<file path="config.mk">
export PLATFORM = sky130hd
export DESIGN_NAME = audio_tx_fifo
export DESIGN_NICKNAME = d
export VERILOG_FILES = /design/src/rtl/atx_pkg.sv /design/src/rtl/atx_ctrl_regs.sv /design/src/rtl/atx_packer.sv /design/src/rtl/atx_fifo.sv /design/src/rtl/audio_tx_fifo.sv
export SDC_FILE = /design/constraint.sdc
export NUM_CORES = 1
export LEC_CHECK = 0
export BUFFER_PORTS_ARGS = -buffer_cell sky130_fd_sc_hd__buf_2
export CAP_MARGIN = 5
export CORE_MARGIN = 5
export CORE_UTILIZATION = 40
export DETAILED_ROUTE_END_ITERATION = 10
export PLACE_DENSITY = 0.68
export SLEW_MARGIN = 0
export SYNTH_ARGS = -nofsm -noshare
export SYNTH_HDL_FRONTEND = slang
export SYNTH_SLANG_ARGS = --single-unit
</file>
<file path="constraint.sdc">
create_clock -name clk -period 4.5 [get_ports clk]
set_input_delay 0.225 -clock clk [delete_from_list [all_inputs] [get_ports clk]]
set_output_delay 0.225 -clock clk [all_outputs]
set_load 0.03 [all_outputs]
</file>
<file path="src/rtl/atx_pkg.sv">
package atx_pkg;

    localparam int SAMPLE_W = 20;
    localparam int PAIR_W   = 2 * SAMPLE_W;

    typedef enum logic [2:0] {
        ADDR_DATA   = 3'd0,
        ADDR_TXCTRL = 3'd1,
        ADDR_IMASK  = 3'd2,
        ADDR_ICLR   = 3'd3,
        ADDR_MAIN   = 3'd4
    } reg_addr_e;

    typedef enum logic [1:0] {
        SZ16 = 2'd0,
        SZ18 = 2'd1,
        SZ20 = 2'd2,
        SZ12 = 2'd3
    } size_e;

    typedef struct packed {
        logic  compact;
        size_e size;
        logic  slot4;
        logic  slot3;
        logic  tx_en;
    } txctrl_t;

    typedef struct packed {
        logic underrun;
        logic full;
        logic half_empty;
        logic empty;
    } txflags_t;

    localparam txflags_t FLAGS_RST = '{underrun: 1'b0, full: 1'b0,
                                       half_empty: 1'b1, empty: 1'b1};

    // Compact packing only exists for the two narrow sizes.
    function automatic txctrl_t decode_ctrl(input logic [31:0] w);
        txctrl_t c;
        c.tx_en   = w[0];
        c.slot3   = w[1];
        c.slot4   = w[2];
        c.size    = size_e'(w[4:3]);
        c.compact = w[5] && (c.size == SZ16 || c.size == SZ12);
        return c;
    endfunction

    // Left-justify a sample of the selected width into 20 bits.
    function automatic logic [SAMPLE_W-1:0] pad_sample(input logic [SAMPLE_W-1:0] raw,
                                                       input size_e sz);
        logic [SAMPLE_W-1:0] r;
        case (sz)
            SZ12:    r = raw << 8;
            SZ16:    r = raw << 4;
            SZ18:    r = raw << 2;
            default: r = raw;
        endcase
        return r;
    endfunction

endpackage

</file>
<file path="src/rtl/atx_ctrl_regs.sv">
module atx_ctrl_regs
    import atx_pkg::*;
(
    input  logic        clk,
    input  logic        rst,
    input  logic        flush,
    input  logic        reg_wr,
    input  reg_addr_e   addr,
    input  logic [31:0] wdata,
    output txctrl_t     ctrl_q,
    output logic [2:0]  imask_q,
    output logic        clr_underrun
);

    always_ff @(posedge clk) begin
        if (rst || flush) begin
            ctrl_q  <= '0;
            imask_q <= '0;
        end else if (reg_wr) begin
            if (addr == ADDR_TXCTRL) ctrl_q  <= decode_ctrl(wdata);
            if (addr == ADDR_IMASK)  imask_q <= wdata[2:0];
        end
    end

    assign clr_underrun = reg_wr && (addr == ADDR_ICLR) && wdata[0];

endmodule

</file>
<file path="src/rtl/atx_packer.sv">
module atx_packer
    import atx_pkg::*;
#(
    parameter int DEPTH = 8,
    localparam int LW   = $clog2(DEPTH) + 1
) (
    input  logic                data_wr,
    input  logic [31:0]         wdata,
    input  txctrl_t             ctrl,
    input  logic [LW-1:0]       level,
    output logic [1:0]          push_n,
    output logic [SAMPLE_W-1:0] s0,
    output logic [SAMPLE_W-1:0] s1
);

    always_comb begin
        push_n = 2'd0;
        if (ctrl.compact) begin
            s0 = pad_sample({4'b0, wdata[15:0]}, ctrl.size);
            s1 = pad_sample({4'b0, wdata[31:16]}, ctrl.size);
            if (data_wr && (int'(level) + 2 < DEPTH)) push_n = 2'd2;
        end else begin
            s0 = pad_sample(wdata[SAMPLE_W-1:0], ctrl.size);
            s1 = '0;
            if (data_wr && (int'(level) < DEPTH)) push_n = 2'd1;
        end
    end

endmodule

</file>
<file path="src/rtl/atx_fifo.sv">
module atx_fifo
    import atx_pkg::*;
#(
    parameter int DEPTH = 8,
    localparam int AW   = $clog2(DEPTH),
    localparam int LW   = AW + 1
) (
    input  logic                clk,
    input  logic                rst,
    input  logic                flush,
    input  logic [1:0]          push_n,
    input  logic [SAMPLE_W-1:0] s0,
    input  logic [SAMPLE_W-1:0] s1,
    input  logic                pop,
    output logic [LW-1:0]       level,
    output logic [PAIR_W-1:0]   head_pair
);

    logic [SAMPLE_W-1:0] mem [DEPTH];
    logic [AW-1:0]       wptr, rptr;
    logic [AW-1:0]       wptr_nx, rptr_nx;

    assign wptr_nx = wptr + AW'(1);
    assign rptr_nx = rptr + AW'(1);

    always_ff @(posedge clk) begin
        if (push_n != 2'd0) mem[wptr]    <= s0;
        if (push_n == 2'd2) mem[wptr_nx] <= s1;
    end

    always_ff @(posedge clk) begin
        if (rst || flush) begin
            wptr  <= '0;
            rptr  <= '0;
            level <= '0;
        end else begin
            wptr  <= wptr + AW'(push_n);
            if (pop) rptr <= rptr + AW'(2);
            level <= level + LW'(push_n) - (pop ? LW'(2) : LW'(0));
        end
    end

    assign head_pair = {mem[rptr], mem[rptr_nx]};

endmodule

</file>
<file path="src/rtl/audio_tx_fifo.sv">
module audio_tx_fifo
    import atx_pkg::*;
#(
    parameter int DEPTH = 8,
    localparam int LW   = $clog2(DEPTH) + 1
) (
    input  logic              clk,
    input  logic              rst,
    input  logic              wr_en,
    input  logic [2:0]        wr_addr,
    input  logic [31:0]       wr_data,
    input  logic              codec_ready,
    output logic              codec_valid,
    output logic [PAIR_W-1:0] codec_pair,
    output logic [LW-1:0]     fifo_level,
    output logic [3:0]        tx_flags,
    output logic [2:0]        int_status,
    output logic              irq
);

    localparam int HALF = DEPTH / 2;

    reg_addr_e           addr;
    logic                flush, reg_wr, data_wr;
    txctrl_t             ctrl_q;
    logic [2:0]          imask_q;
    logic                clr_underrun;
    logic [1:0]          push_n;
    logic [SAMPLE_W-1:0] s0, s1;
    logic [LW-1:0]       level;
    logic                drain_ok, pop;
    logic                burst_q, burst_d;
    logic [LW:0]         mid_lvl, fin_lvl;
    txflags_t            flags_q, flags_d;

    assign addr    = reg_addr_e'(wr_addr);
    assign flush   = wr_en && (addr == ADDR_MAIN) && !wr_data[0];
    assign reg_wr  = wr_en && !flush;
    assign data_wr = wr_en && (addr == ADDR_DATA);

    atx_ctrl_regs u_regs (
        .clk          (clk),
        .rst          (rst),
        .flush        (flush),
        .reg_wr       (reg_wr),
        .addr         (addr),
        .wdata        (wr_data),
        .ctrl_q       (ctrl_q),
        .imask_q      (imask_q),
        .clr_underrun (clr_underrun)
    );

    atx_packer #(.DEPTH(DEPTH)) u_pack (
        .data_wr (data_wr),
        .wdata   (wr_data),
        .ctrl    (ctrl_q),
        .level   (level),
        .push_n  (push_n),
        .s0      (s0),
        .s1      (s1)
    );

    atx_fifo #(.DEPTH(DEPTH)) u_fifo (
        .clk       (clk),
        .rst       (rst),
        .flush     (flush),
        .push_n    (push_n),
        .s0        (s0),
        .s1        (s1),
        .pop       (pop),
        .level     (level),
        .head_pair (codec_pair)
    );

    // Draining opens at half full and then runs on as a burst.
    assign drain_ok = !flush && ctrl_q.tx_en && (ctrl_q.slot3 || ctrl_q.slot4)
                      && (int'(level) >= 2)
                      && ((int'(level) >= HALF) || burst_q);
    assign pop      = drain_ok && codec_ready;

    assign mid_lvl  = {1'b0, level} + (LW+1)'(push_n);
    assign fin_lvl  = mid_lvl - (pop ? (LW+1)'(2) : (LW+1)'(0));
    assign burst_d  = pop && (int'(fin_lvl) >= 2);

    // Flag update order: clear request, then push rules, then drain rules.
    always_comb begin
        flags_d = flags_q;
        if (clr_underrun) flags_d.underrun = 1'b0;
        if (push_n != 2'd0) begin
            flags_d.empty    = 1'b0;
            flags_d.underrun = 1'b0;
            if (int'(mid_lvl) >= HALF)  flags_d.half_empty = 1'b0;
            if (int'(mid_lvl) >= DEPTH) flags_d.full       = 1'b1;
        end
        if (pop) begin
            flags_d.full = 1'b0;
            if (int'(fin_lvl) <= HALF) flags_d.half_empty = 1'b1;
            if (fin_lvl == '0) begin
                flags_d.empty    = 1'b1;
                flags_d.underrun = 1'b1;
            end
        end
    end

    always_ff @(posedge clk) begin
        if (rst || flush) begin
            flags_q <= FLAGS_RST;
            burst_q <= 1'b0;
        end else begin
            flags_q <= flags_d;
            burst_q <= burst_d;
        end
    end

    assign codec_valid = drain_ok;
    assign fifo_level  = level;
    assign tx_flags    = flags_q;
    assign int_status  = {flags_q.empty && !drain_ok, flags_q.half_empty, flags_q.underrun};
    assign irq         = |(int_status & imask_q);

endmodule

</file>
# Word-level counts from Yosys, hierarchy flattened
# Memory sizes are Yosys's and may differ from the RTL's. A register that Yosys moved wholly into a read port is not among the register bits.
# Cells that the tools add are included.
dict set report totals {
  in_bits 39
  memories 1
  mem_bits_rw 160
  elab_cells 98
  ff_bits 24
}
dict set report classes {
  order_cmp 8
  addsub 9
  reduce_logical 33
  n_eq_ne 8
  n_mux 24
  n_bitwise 1
}
# memory words width rd rd_clocked_by_memory_dff write_ports line_no
set mem_list {}
lappend mem_list {u_fifo.mem 8 20 2 1 2 atx_fifo.sv:19} ;# logic [SAMPLE_W-1:0] mem [DEPTH];
# cell count
set ops {}
lappend ops {{$pmux W20 S3} 3}
lappend ops {{$mux W20} 2}
lappend ops {{$lt A32 B5 Y1 const B} 1}
lappend ops {{$logic_and A1 B1 Y1} 16}
lappend ops {{$mux W1} 11}
lappend ops {{$mux W2} 4}
lappend ops {{$mux W4} 2}
lappend ops {{$add A3 B1 Y3 const B} 2}
lappend ops {{$eq A2 B2 Y1 const B} 3}
lappend ops {{$eq A3 B2 Y1 const B} 2}
lappend ops {{$mux W3} 2}
lappend ops {{$reduce_and A2 Y1} 3}
lappend ops {{$add A4 B2 Y5} 1}
lappend ops {{$add A4 B2 Y5 const B} 1}
lappend ops {{$ge A5 B2 Y1 const B} 1}
lappend ops {{$ge A5 B3 Y1 const B} 1}
lappend ops {{$ge A5 B4 Y1 const B} 1}
lappend ops {{$le A5 B3 Y1 const B} 1}
lappend ops {{$logic_not A5 Y1} 1}
lappend ops {{$sub A5 B2 Y5} 1}
lappend ops {{$add A4 B2 Y4} 1}
lappend ops {{$ge A4 B2 Y1 const B} 1}
lappend ops {{$ge A4 B3 Y1 const B} 1}
lappend ops {{$logic_not A2 Y1} 2}
lappend ops {{14 further kinds} 19}

# Longest topological paths before layout
dict set report logic_depth {
  word_depth 14
  mapped_depth 14
}

# Hierarchy
# A second synthesis with hierarchy kept.
dict set report unflattened {
  cells_unflattened 689
  hier_area_um2 10336.2
}
# mod cells_each seq_area_each_um2 area_per_inst_um2 instances
set by_module_without_submodules {}
lappend by_module_without_submodules {atx_fifo 458 5024.8 8334.2 1}
lappend by_module_without_submodules {atx_packer 119 0.0 954.7 1}
lappend by_module_without_submodules {audio_tx_fifo 75 100.1 666.9 1}
lappend by_module_without_submodules {atx_ctrl_regs 37 180.2 380.4 1}

# Worst setup path after synthesis
# No wires, ideal clock.
dict set report synth_timing {
  kind {register to register}
  startpoint {reg u_fifo.level[2]}
  endpoint {mem u_fifo.mem[2][0] (enable)}
  arrival_ns 3.130
  slack_ns 0.942
  n_path_buf 1
  required_ns 4.072
  period_less_slack_ns 3.558
  path_stages_with_launch 7
  setup_time_ns 0.428
  cell_sequence {dfxtp_1 > clkbuf_1 > nand4_1 > a21oi_1 > o21ai_0 > or2_2 > o31ai_1}
}
# item line_no
set synth_lines {}
lappend synth_lines {{start, declared} atx_fifo.sv:15} ;# output logic [LW-1:0] level,
lappend synth_lines {{start signal, assigned} atx_fifo.sv:39} ;# level <= level + LW'(push_n) - (pop ? LW'(2) : LW'(0));
lappend synth_lines {{end, declared} atx_fifo.sv:19}

# Worst setup path after layout
dict set report layout_timing {
  startpoint {reg u_fifo.level[1]}
  endpoint {reg flags_q, in the netlist int_status[1]}
}
dict set report layout_between {
  elab_chain_len 11
  elab_cells_between_ends 24
}
# item line_no
set layout_rtl {}
lappend layout_rtl {{branches (longest 10 deep; another with $lt A32 B5 Y1)} n/a}
lappend layout_rtl {{$mux W4 *} audio_tx_fifo.sv:95} ;# if (pop) begin
lappend layout_rtl {{end signal, assigned} audio_tx_fifo.sv:110} ;# flags_q <= flags_d;
lappend layout_rtl {{end, declared} audio_tx_fifo.sv:34} ;# txflags_t flags_q, flags_d;
# Every way passes the cells marked *.
# A chain may end at the register's enable or synchronous reset.

==> impl_metrics.xml <==
<?xml version="1.0" encoding="UTF-8"?>
<metrics>
  <group name="worst_setup_path">
    <metric name="critical_path.startpoint" unit="">u_fifo.level[1]$_SDFF_PP0_</metric>
    <metric name="endpoint_kind" unit="">flop</metric>
    <metric name="data_required_time_of_the_critical_path" unit="ps">4800</metric>
    <metric name="worstPathArrival" unit="ps">3430</metric>
    <metric name="worst-setup-path-type" unit="">reg -&gt; reg</metric>
    <metric name="timing.critical_path.cells" unit="">a21bo_2 &gt; nand2_1 &gt; nor2_1 &gt; fa_1 &gt; inv_1 &gt; ha_1 &gt; ha_1 &gt; o21bai_1 &gt; a21oi_1 &gt; mux2i_1 &gt; o211ai_1</metric>
    <metric name="timing.reg2reg.worst_path_depth" unit="">11</metric>
    <metric name="critical_path.reg2reg.endpoint" unit="">int_status[1]$_SDFF_PP1_</metric>
    <metric name="path_common_cell" unit="">sky130_fd_sc_hd__ha_1</metric>
    <metric name="worst_r2r_startpoint" unit="">u_fifo.level[1]$_SDFF_PP0_</metric>
    <metric name="worstPathMaxFanout" unit="">10</metric>
    <metric name="worst_path_max_delay_cell" unit="">sky130_fd_sc_hd__dfxtp_1</metric>
    <metric name="cp-start-kind" unit="">flop</metric>
    <metric name="cpPeakStageDelay" unit="ps">560</metric>
    <metric name="regToRegSetupSlack" unit="ps">1360</metric>
  </group>
  <group name="route">
    <metric name="antenna_left" unit="">0</metric>
    <metric name="number_of_drc_violations_after_detailed_routing_iteration_0" unit="">627</metric>
    <metric name="dr_vias" unit="">7043</metric>
    <metric name="remaining_drc_errors" unit="">0</metric>
    <metric name="wirelength_met1" unit="mm">11.5</metric>
    <metric name="detailed_route_wire_length_per_cell" unit="µm">20.1</metric>
    <metric name="met3RoutedLength" unit="mm">2.15</metric>
    <metric name="drt_pass1_iterations" unit="">5</metric>
    <metric name="vias_per_cell" unit="">5.62</metric>
    <metric name="finalWirelength" unit="mm">25.2</metric>
    <metric name="topRoutingLayerUsed" unit="">met4</metric>
    <metric name="dr_wl_met2" unit="mm">11.2</metric>
  </group>
  <group name="synth">
    <metric name="postSynth.asyncResetShare" unit="%">0</metric>
    <metric name="share_of_the_synthesized_area_in_compound_gates_ao_oa_aoi_oai" unit="%">11.5</metric>
    <metric name="synth_cells" unit="">858</metric>
    <metric name="synth.area.mux_share" unit="%">15.0</metric>
    <metric name="netlist-cell-type-count" unit="">49</metric>
    <metric name="synth.yosys.warnings" unit="">0</metric>
    <metric name="synth_ff_type" unit="">sky130_fd_sc_hd__edfxtp_1</metric>
    <metric name="net_count_synth" unit="">911</metric>
    <metric name="synth_seq_area_share" unit="%">53.8</metric>
    <metric name="netlist_area" unit="mm²">0.00985</metric>
    <metric name="post_synth_and_or_nand_nor_area_fraction" unit="%">13.5</metric>
    <metric name="syn_area_cell" unit="µm²">11.5</metric>
    <metric name="combinational_family_with_the_most_area_after_synthesis" unit="">multiplexers</metric>
    <metric name="synth_enable_flop_cells" unit="">160</metric>
    <metric name="synth.ff_latch_count" unit="">185</metric>
    <metric name="synth-adder-area-share" unit="%">2.01</metric>
    <metric name="synth_xor_area_share" unit="%">0.978</metric>
  </group>
  <group name="global_route">
    <metric name="global_route.overflow_total" unit="">0</metric>
    <metric name="first_global_vias" unit="">6951</metric>
    <metric name="global_route_wire_length_before_repair" unit="mm">40.1</metric>
    <metric name="grt_start_max_net_pins" unit="">52</metric>
    <metric name="track_usage" unit="%">18.3</metric>
    <metric name="antenna_found_initial" unit="">0</metric>
  </group>
  <group name="clock_network">
    <metric name="post_cts.repair.setup_buffers" unit="">0</metric>
    <metric name="numClockSinks" unit="">185</metric>
    <metric name="clock_tree_from_tritoncts" unit="">done</metric>
    <metric name="htree_levels" unit="">4</metric>
    <metric name="clock-root-buffer" unit="">sky130_fd_sc_hd__clkbuf_16</metric>
    <metric name="tritoncts.num_buffers" unit="">17</metric>
    <metric name="clk_pin_slew" unit="ps">70</metric>
    <metric name="cts_resized" unit="">0</metric>
    <metric name="clock_path_buffers" unit="">2</metric>
    <metric name="cts.hold.buffers_added" unit="">0</metric>
    <metric name="insertion_delay" unit="ps">420</metric>
  </group>
  <group name="flow_run">
    <metric name="maxCapViolCount" unit="">0</metric>
  </group>
  <group name="sta">
    <metric name="finalHoldWorstSlack" unit="ps">133</metric>
    <metric name="setup_slack" unit="ps">1360</metric>
    <metric name="max_clock_freq" unit="MHz">319</metric>
    <metric name="finalHoldViolations" unit="">0</metric>
    <metric name="fin_crit_sh" unit="%">69.7</metric>
    <metric name="report.final.slew_viol_count" unit="">0</metric>
    <metric name="rsz0062_at_grt" unit="">false</metric>
    <metric name="timing.final.crit_period" unit="ps">3140</metric>
    <metric name="timing.clock.skew" unit="ps">7.90</metric>
    <metric name="relSlewSlack" unit="%">19.5</metric>
    <metric name="final-setup-viol-count" unit="">0</metric>
    <metric name="worstMarginPinSlew" unit="ps">1200</metric>
    <metric name="fin_tns_setup" unit="ps">0</metric>
  </group>
  <group name="power_and_ir_drop">
    <metric name="post-layout-total-power" unit="mW">3.58</metric>
    <metric name="irDropWorstVdd" unit="V">0.000175</metric>
    <metric name="power_per_cell_area" unit="mW/mm²">319</metric>
    <metric name="cellLeakagePower" unit="nW">3.84</metric>
  </group>
  <group name="worst_hold_path">
    <metric name="timing.hold.worst_endpoint" unit="">u_regs.imask_q[2]$_SDFFE_PP0P_</metric>
    <metric name="worst_hold_path_type" unit="">in -&gt; reg</metric>
    <metric name="hold_path.startpoint" unit="">wr_data[2]</metric>
    <metric name="hold-path-cell-count" unit="">3</metric>
  </group>
  <group name="cells_and_area">
    <metric name="fin_util" unit="%">46.1</metric>
    <metric name="final_nets" unit="">971</metric>
    <metric name="nFillCells" unit="">2185</metric>
    <metric name="antenna_cells" unit="">0</metric>
    <metric name="final_layout_size_suffix_gt1_share" unit="%">23.1</metric>
    <metric name="area.growth.synth_to_final" unit="%">13.8</metric>
  </group>
  <group name="floorplan">
    <metric name="fp.dieH" unit="µm">167</metric>
    <metric name="ioPinCount" unit="">92</metric>
    <metric name="start_util" unit="%">40.5</metric>
    <metric name="die-width" unit="µm">167</metric>
    <metric name="core_area" unit="mm²">0.0243</metric>
    <metric name="floorplan.die_area" unit="mm²">0.0279</metric>
    <metric name="placement_rows" unit="">57</metric>
  </group>
  <group name="placed_design">
    <metric name="dp_hpwl" unit="mm">18.1</metric>
    <metric name="portBuffers" unit="">91</metric>
    <metric name="placement.setup.worst_slack" unit="ps">1320</metric>
    <metric name="place.gp.congestion" unit="">0.852</metric>
  </group>
  <group name="outcome">
    <metric name="outcome" unit="">completed</metric>
  </group>
</metrics>
==> cell type report <==
class                   instances  area, µm²  area share, %
multi-input cells             596       4330           38.6
clock buffers                  17        425           3.79
inverters                      11       41.3          0.368
flip-flops and latches        185       5310           47.3
repair buffers                107        576           5.13
well taps                     324        405           3.62
clock inverters                13        130           1.16
==> power by group <==
group          switching [mW]  total (mW)  internal [mW]
Sequential             0.0115        1.88           1.87
Clock                   0.632        1.44          0.808
Combinational           0.153       0.251         0.0977
Total                   0.797        3.58           2.78
==> cells in the final DEF (no fill, tap or decap), types with 4 or more instances in the layout <==
master / instances
sky130_fd_sc_hd__clkinv_1: 4
sky130_fd_sc_hd__buf_2: 91
sky130_fd_sc_hd__o21ai_2: 4
sky130_fd_sc_hd__clkbuf_16: 17
sky130_fd_sc_hd__dfxtp_1: 23
sky130_fd_sc_hd__o21ai_0: 24
sky130_fd_sc_hd__ha_1: 11
sky130_fd_sc_hd__mux4_2: 58
sky130_fd_sc_hd__or4_1: 5
sky130_fd_sc_hd__edfxtp_1: 160
sky130_fd_sc_hd__mux2i_1: 17
sky130_fd_sc_hd__nand3b_1: 7
sky130_fd_sc_hd__nand3_1: 6
sky130_fd_sc_hd__buf_4: 16
sky130_fd_sc_hd__and2_1: 7
sky130_fd_sc_hd__nor2b_1: 15
sky130_fd_sc_hd__xnor2_1: 9
sky130_fd_sc_hd__a22oi_1: 4
sky130_fd_sc_hd__nor2_1: 135
sky130_fd_sc_hd__a21oi_1: 126
sky130_fd_sc_hd__inv_1: 11
sky130_fd_sc_hd__o21ai_1: 37
sky130_fd_sc_hd__nand2b_1: 6
sky130_fd_sc_hd__nand2_1: 76
==> worst max-delay path, delay by kind of cell (launching register included) <==
family                     cells  cell delay (ps)
AOI/OAI and AO/OA              4              510
adders and majority gates      3              850
buffers and inverters          1               80
DFF                            1              560
muxes                          1              290
and+or+nand+nor                2              710
==> kinds of logic after synthesis <==
kind of cell | after synthesis
buffers and inverters | 77
AO/OA/AOI/OAI | 213
adder cells (fa/ha/maj) | 14
flip-flops | 185
XOR/XNOR | 11
AND/OR/NAND/NOR | 283
multiplexers | 75
==> sequential cells by signal (all words and copies together), names as in the netlist, named ones only <==
signal and count:
u_regs.imask_q 3, u_fifo.level 4, u_fifo.rptr 2, int_status 2, u_regs.ctrl_q 6, u_fifo.wptr 3, u_fifo.mem 160, burst_q 1
tx_flags 2
==> synth_stat cells (3+ instances only) <==
| library cell | n | area share [%] |
|---|---|---|
| sky130_fd_sc_hd__edfxtp_1 | 160 | 49 |
| sky130_fd_sc_hd__nor2_1 | 135 | 5.1 |
| sky130_fd_sc_hd__a21oi_1 | 126 | 6.4 |
| sky130_fd_sc_hd__nand2_1 | 76 | 2.9 |
| sky130_fd_sc_hd__mux4_2 | 58 | 13 |
| sky130_fd_sc_hd__clkbuf_1 | 43 | 1.6 |
| sky130_fd_sc_hd__o21ai_1 | 37 | 1.9 |
| sky130_fd_sc_hd__o21ai_0 | 28 | 1.4 |
| sky130_fd_sc_hd__dfxtp_1 | 25 | 5.1 |
| sky130_fd_sc_hd__mux2i_1 | 17 | 1.7 |
| sky130_fd_sc_hd__buf_2 | 16 | 0.81 |
| sky130_fd_sc_hd__nor2b_1 | 15 | 0.95 |
| sky130_fd_sc_hd__ha_1 | 11 | 1.4 |
| sky130_fd_sc_hd__inv_1 | 11 | 0.42 |
| sky130_fd_sc_hd__xnor2_1 | 9 | 0.80 |
| sky130_fd_sc_hd__and2_1 | 7 | 0.44 |
| sky130_fd_sc_hd__nand3b_1 | 7 | 0.53 |
| sky130_fd_sc_hd__nand2b_1 | 6 | 0.38 |
| sky130_fd_sc_hd__nand3_1 | 6 | 0.30 |
| sky130_fd_sc_hd__buf_1 | 5 | 0.19 |
| sky130_fd_sc_hd__or4_1 | 5 | 0.38 |
| sky130_fd_sc_hd__a22oi_1 | 4 | 0.30 |
| sky130_fd_sc_hd__fa_1 | 3 | 0.61 |
| sky130_fd_sc_hd__nor3b_1 | 3 | 0.23 |
| sky130_fd_sc_hd__nor4_2 | 3 | 0.38 |
| sky130_fd_sc_hd__o211ai_1 | 3 | 0.23 |
| sky130_fd_sc_hd__o21bai_1 | 3 | 0.23 |
| sky130_fd_sc_hd__o31ai_1 | 3 | 0.23 |
| sky130_fd_sc_hd__or2_2 | 3 | 0.19 |
| sky130_fd_sc_hd__or3_1 | 3 | 0.19 |
==> metal layers <==
| layer | track usage [%] | vias to the layer above |
|---|---|---|
| met1 | 27.5 | 3406 |
| met4 | 3.91 | 0 |
| met2 | 27.4 | 297 |
| met3 | 3.91 | 29 |
| met5 | 0 | - |
| li1 | - | 3311 |
==> worst max-delay path by stage <==
stage | end | cells after the start | slack, ps
floorplan | u_fifo.mem[2][0]$_DFFE_PP_ | 6 | 940
detailed placement | int_status[1]$_SDFF_PP1_ | 11 | 1320
global route | tx_flags[0]$_SDFF_PP1_ | 11 | 1030
global placement | int_status[1]$_SDFF_PP1_ | 11 | 1450
CTS | int_status[1]$_SDFF_PP1_ | 11 | 1310
finish | int_status[1]$_SDFF_PP1_ | 11 | 1360
==> stage by stage <==
stage / cells / instance area, µm²
2_1_floorplan: 858 / 9850
3_3_place_gp: 1223 / 10700
3_5_place_dp: 1223 / 10700
4_1_cts: 1253 / 11200
5_1_grt: 1253 / 11200
6_report: 1253 / 11200
Power figures use the tool's default switching activity.
